[src/rtl/dram_refresh_seq.sv]
module dram_refresh_seq #(
  parameter int CLK_PERIOD_PS = 20000,
  parameter int PAUSE_NS      = 100000,
  parameter int INTERVAL_NS   = 15600,
  parameter int CSR_NS        = 10,
  parameter int RAS_NS        = 60,
  parameter int PRE_NS        = 40,
  parameter int INIT_REFS     = 8,
  parameter int POSTPONE_MAX  = 4
) (
  input  logic clk,
  input  logic rst_n,
  input  logic ref_gnt,
  output logic ref_req,
  output logic own_bus,
  output logic ras_n,
  output logic cas_lo_n,
  output logic cas_hi_n,
  output logic we_n,
  output logic init_done,
  output logic overdue
);

  localparam int PAUSE_CYC    = (PAUSE_NS * 1000 + CLK_PERIOD_PS - 1) / CLK_PERIOD_PS;
  localparam int INTERVAL_CYC = (INTERVAL_NS * 1000) / CLK_PERIOD_PS;
  localparam int CSR_RAW      = (CSR_NS * 1000 + CLK_PERIOD_PS - 1) / CLK_PERIOD_PS;
  localparam int RAS_RAW      = (RAS_NS * 1000 + CLK_PERIOD_PS - 1) / CLK_PERIOD_PS;
  localparam int PRE_RAW      = (PRE_NS * 1000 + CLK_PERIOD_PS - 1) / CLK_PERIOD_PS;
  localparam int CSR_CYC      = CSR_RAW < 1 ? 1 : CSR_RAW;
  localparam int RAS_CYC      = RAS_RAW < 1 ? 1 : RAS_RAW;
  localparam int PRE_CYC      = PRE_RAW < 1 ? 1 : PRE_RAW;
  localparam int DUR_MAX      = RAS_CYC > PRE_CYC ? (RAS_CYC > CSR_CYC ? RAS_CYC : CSR_CYC)
                                                  : (PRE_CYC > CSR_CYC ? PRE_CYC : CSR_CYC);
  localparam int CNT_W        = $clog2(DUR_MAX + 1);
  localparam int PAUSE_W      = $clog2(PAUSE_CYC + 1);
  localparam int TMR_W        = $clog2(INTERVAL_CYC + 1);
  localparam int INIT_W       = $clog2(INIT_REFS + 1);
  localparam int PEND_MAX     = 2 * POSTPONE_MAX + 2;
  localparam int PEND_W       = $clog2(PEND_MAX + 1);
  localparam int RL_W         = $clog2(RAS_CYC + 2);

  typedef enum logic [2:0] {S_IDLE, S_PREP, S_SETUP, S_ACT, S_REC} st_t;
  typedef enum logic [1:0] {P_PAUSE, P_BURST, P_RUN} ph_t;

  st_t               state;
  ph_t               phase;
  logic [CNT_W-1:0]  cnt;
  logic [PAUSE_W-1:0] pcnt;
  logic [TMR_W-1:0]  tcnt;
  logic [INIT_W-1:0] icnt;
  logic [PEND_W-1:0] pending;
  logic              done, want, tick, run_done;

  assign done     = (state == S_REC) && (cnt == '0);
  assign want     = (phase == P_BURST) || ((phase == P_RUN) && (pending != '0));
  assign tick     = (phase == P_RUN) && (tcnt == TMR_W'(INTERVAL_CYC - 1));
  assign run_done = done && (phase == P_RUN);

  assign own_bus  = (state != S_IDLE);
  assign ref_req  = want || own_bus;
  assign ras_n    = (state != S_ACT);
  assign cas_lo_n = !((state == S_SETUP) || (state == S_ACT));
  assign cas_hi_n = !((state == S_SETUP) || (state == S_ACT));
  assign we_n     = 1'b1;
  assign overdue  = (pending > PEND_W'(POSTPONE_MAX));

  always_ff @(posedge clk or negedge rst_n) begin
    if (!rst_n) begin
      state <= S_IDLE;
      cnt   <= '0;
    end else begin
      case (state)
        S_IDLE:
          if (want && ref_gnt) begin
            state <= S_PREP;
            cnt   <= CNT_W'(PRE_CYC - 1);
          end
        S_PREP:
          if (cnt == '0) begin
            state <= S_SETUP;
            cnt   <= CNT_W'(CSR_CYC - 1);
          end else cnt <= cnt - 1'b1;
        S_SETUP:
          if (cnt == '0) begin
            state <= S_ACT;
            cnt   <= CNT_W'(RAS_CYC - 1);
          end else cnt <= cnt - 1'b1;
        S_ACT:
          if (cnt == '0) begin
            state <= S_REC;
            cnt   <= CNT_W'(PRE_CYC - 1);
          end else cnt <= cnt - 1'b1;
        S_REC:
          if (cnt == '0) state <= S_IDLE;
          else cnt <= cnt - 1'b1;
        default: state <= S_IDLE;
      endcase
    end
  end

  always_ff @(posedge clk or negedge rst_n) begin
    if (!rst_n) begin
      phase     <= P_PAUSE;
      pcnt      <= '0;
      icnt      <= '0;
      init_done <= 1'b0;
    end else begin
      case (phase)
        P_PAUSE:
          if (pcnt == PAUSE_W'(PAUSE_CYC - 1)) phase <= P_BURST;
          else pcnt <= pcnt + 1'b1;
        P_BURST:
          if (done) begin
            if (icnt == INIT_W'(INIT_REFS - 1)) begin
              phase     <= P_RUN;
              init_done <= 1'b1;
            end else icnt <= icnt + 1'b1;
          end
        default: ;
      endcase
    end
  end

  always_ff @(posedge clk or negedge rst_n) begin
    if (!rst_n) begin
      tcnt    <= '0;
      pending <= '0;
    end else begin
      if (phase != P_RUN || tick) tcnt <= '0;
      else tcnt <= tcnt + 1'b1;
      case ({tick, run_done})
        2'b10: if (pending != PEND_W'(PEND_MAX)) pending <= pending + 1'b1;
        2'b01: pending <= pending - 1'b1;
        default: ;
      endcase
    end
  end

  logic [RL_W-1:0] ras_low_len;
  always_ff @(posedge clk or negedge rst_n) begin
    if (!rst_n) ras_low_len <= '0;
    else if (!ras_n) begin
      if (ras_low_len != RL_W'(RAS_CYC + 1)) ras_low_len <= ras_low_len + 1'b1;
    end else ras_low_len <= '0;
  end


  idle_strobes_chk: assert property (@(posedge clk) disable iff (!rst_n)
    !own_bus |-> (ras_n && cas_lo_n && cas_hi_n));


  start_on_grant_chk: assert property (@(posedge clk) disable iff (!rst_n)
    $rose(own_bus) |-> $past(ref_gnt) && $past(ref_req));


  ras_after_cas_chk: assert property (@(posedge clk) disable iff (!rst_n)
    $fell(ras_n) |-> (!cas_lo_n && !cas_hi_n && $past(!cas_lo_n) && $past(!cas_hi_n)));


  ras_max_chk: assert property (@(posedge clk) disable iff (!rst_n)
    !ras_n |-> (ras_low_len < RL_W'(RAS_CYC)));


  cas_after_precharge_chk: assert property (@(posedge clk) disable iff (!rst_n)
    $fell(cas_lo_n) |-> ($past(own_bus) && $past(ras_n)));


  overdue_req_chk: assert property (@(posedge clk) disable iff (!rst_n)
    overdue |-> (ref_req && init_done));

endmodule

[config.mk]
export PLATFORM = sky130hd
export DESIGN_NAME = dram_refresh_seq
export DESIGN_NICKNAME = d
export VERILOG_FILES = /design/src/rtl/dram_refresh_seq.sv
export SDC_FILE = /design/constraint.sdc
export NUM_CORES = 1
export LEC_CHECK = 0
export ABC_AREA = 1
export BUFFER_PORTS_ARGS = -buffer_cell sky130_fd_sc_hd__clkbuf_2
export CAP_MARGIN = 5
export CORE_AREA = 2 2 114 61
export CTS_BUF_LIST = sky130_fd_sc_hd__clkbuf_16
export CTS_CLUSTER_SIZE = 14
export DETAILED_ROUTE_END_ITERATION = 10
export DIE_AREA = 0 0 116 63
export GPL_TIMING_DRIVEN = 0
export SLEW_MARGIN = 20
export SYNTH_ARGS = -nofsm -noshare
export SYNTH_HDL_FRONTEND = slang
export SYNTH_SLANG_ARGS = --single-unit
[constraint.sdc]
create_clock -name clk -period 2.3 [get_ports clk]
set_input_delay 0.345 -clock clk [delete_from_list [all_inputs] [get_ports clk]]
set_output_delay 0.345 -clock clk [all_outputs]
set_load 0.03 [all_outputs]
==> metrics.cfg <==
[power]
ir_drop_uv = 391
power_density_mw_per_mm2 = 550
p_leak_nw = 1.31

[global_routing]
grt_usage_pct = 14.5
grt_max_degree = 40
antenna_found_initial = 0
grt_pass1_wl_um = 8320
grt-ovfl-total = 0
grt_pass1_vias = 1702

[synth]
synth_area_leaders = dfrtp_1 42%, nand2_1 16%, nor2_1 5.6%, xor2_1 4.5%, inv_1 4.3%
synth-edff-count = 0
synth_area_per_cell_um2 = 7.62
syn_inst = 307
synthesis.area_mm2 = 0.00234
synth-seq-area-share_pct = 41.7
synth_warnings = 0
synthTopCellsByCount = 97 x nand2_1, 39 x dfrtp_1, 35 x nor2_1
ys_ff_latch = 39
yosysUniqueCellTypes = 30
yosysMostFrequentCell = nand2_1
post-synth-top-area-fraction_pct = 41.7
yosys.area.top_type = dfrtp_1
async_flop_share_pct = 100
synth_nets = 319
synthFlopType = dfrtp_1

[route]
routed_wl_um = 4700
ant_nets = 0
first_iter_violations = 98
drc = 0
vias = 1869
dr.pass1.iters = 4
vias_per_cell = 4.47
wl_per_cell_um = 11.2

[timing]
post-route-min-period_ps = 2080
fin_crit_sh_pct = 90.6
timing.fmax_mhz = 480
tightest_slew_ps = 888
skew_ps = 4.62
fin_tns_setup_ps = 0
maxSlewViolCount = 0
final-hold-violation-count = 0
max_slew_margin_pct = 40.8
setup-violations-final = 0

[clock_network]
cts_inserted_buffers = 5
root_buffer = clkbuf_16
cts_num_sinks = 39
cts.clk_slew.worst_paths_ps = 60
h-tree-depth = 2
insertion_delay_ps = 280
cts_tree = built
cts.path.max_buffers = 2

[setup_path]
crit_fanout = 5
slowest_delay_ps = 400
endpoint_kind = register
rr_startpoint = cnt[0]
r2r_end = pending[3]
crit_arrival_ps = 2260
cpMaxStageDelayCell = dfrtp_1
required_ps = 2480
crit_type = register to register
path_common_cell = inv_1
worstSetupStartpointType = register
path_cells = inv_1 -> ha_4 -> nand3_2 -> nor2_2 -> nand2_2 -> inv_1 -> ha_1 -> a21oi_1 -> nand2_1 -> inv_1 -> nand3_1 -> nand3_1 -> nand2_1
r2r_setup_slack_ps = 220
worst-r2r-cell-count = 13

[finish]
final_area_mm2 = 0.00270
nNetsFinal = 337
area_growth_pct = 15.3
drive_gt1_share_pct = 15.0
final_util_pct = 42.4
antenna_cells = 0

[placement]
io_buffers = 9
gp_congestion = 0.879
placedInstanceArea_mm2 = 0.00250
dp_hpwl_um = 3480

[floorplan]
ios = 11
core_mm2 = 0.00636
die_area_mm2 = 0.00731
initial_utilization_pct = 36.8
rows = 21
die_height_um = 63
die_x_um = 116

[min_path]
min_path_type = input port to async pin

[status]
status = finished, final reports clean

[flow_run]
drv_cap = 0

-- per-layer routing --
| layer | track usage (%) | vias up | wire length [um] |
|---|---|---|---|
| li1 | - | 996 | - |
| met1 | 24.2 | 833 | 2800 |
| met2 | 17.1 | 33 | 1630 |
| met3 | 4.56 | 7 | 214 |
| met4 | 3.13 | 0 | 47 |
| met5 | 0 | - | 0 |
-- cell families (layout without fill, tap and decap cells) --
group	Yosys count	after routing	synth area share [%]
xor gates and xnor gates	16	16	5.99
buffers and inverters	38	57	7.06
other	1	1	0.160
DFF	39	39	41.7
adders and majority gates	9	9	5.14
AOI/OAI and AO/OA	17	17	3.96
and+or+nand+nor	187	187	36.0
-- power by group --
part | internal, mW | switching [mW] | total (mW)
Combinational | 0.00280 | 0.0166 | 0.0194
Clock | 0.506 | 0.273 | 0.778
Sequential | 0.686 | 0 | 0.686
Total | 1.19 | 0.289 | 1.48
-- registers in the layout, indices dropped and copies added (netlist names) --
register	count
cnt	2
icnt	4
init_done	1
pcnt	13
pending	4
phase	2
state	3
tcnt	10
-- area by class of cell --
class,instances,area [um^2]
plain buffers,4,37.5
clock buffers,5,125
clock inverters,3,38.8
fillers,645,3660
inverters,34,128
multi-input cells,230,1210
flip-flops and latches,39,977
well taps,92,115
repair buffers,11,60.1
-- worst max-delay path, delay by kind of cell, from the launching register on --
kind | cells | cell delay, ps
adder cells (fa/ha/maj) | 2 | 460
buffers and inverters | 3 | 300
AO/OA/AOI/OAI | 1 | 160
AND/OR/NAND/NOR | 7 | 640
flip-flops | 1 | 400
-- per-stage QoR --
step                      hold WS [ps]  setup slack (ps)  cells  power [mW]
final                              187               216    418        1.48
after global placement             446               164    408       0.720
after CTS                          273              98.3    416        1.51
after detailed placement           457              96.7    408       0.720
after floorplan                   49.4               368    307       0.703
after global routing               279             -11.4    418        1.54
-- timing repair --
action,CTS,global route
setup buffers,0,2
endpoints found under the hold margin,0,0
endpoints found under the setup margin,0,1
gates resized for setup,0,5
hold buffers,0,0
-- worst max-delay path by stage --
stage / from / end / slack, ps / depth (start not counted)
after floorplan: tcnt[0] / pending[3] / 370 / 13
after global placement: tcnt[0] / pending[3] / 160 / 13
after detailed placement: tcnt[0] / pending[3] / 100 / 13
after CTS: tcnt[0] / pending[3] / 100 / 13
after global routing: cnt[0] / pending[3] / -10 / 13
final: cnt[0] / pending[3] / 220 / 13
-- layout by cell type, fill, tap and decap left out, drive strengths merged --
cell type / count
xor2: 12
o21bai: 2
nor2: 41
buf: 7
o21a: 1
a21oi: 7
fa: 1
o21ai: 7
nand3: 23
inv: 33
clkinv: 3
nor3b: 2
xnor2: 4
dfrtp: 39
nand2: 103
or2: 3
bufinv: 1
clkbuf: 13
conb: 1
nor3: 9
nand4: 5
nand3b: 1
ha: 8
(Power assumes the default switching activity.)
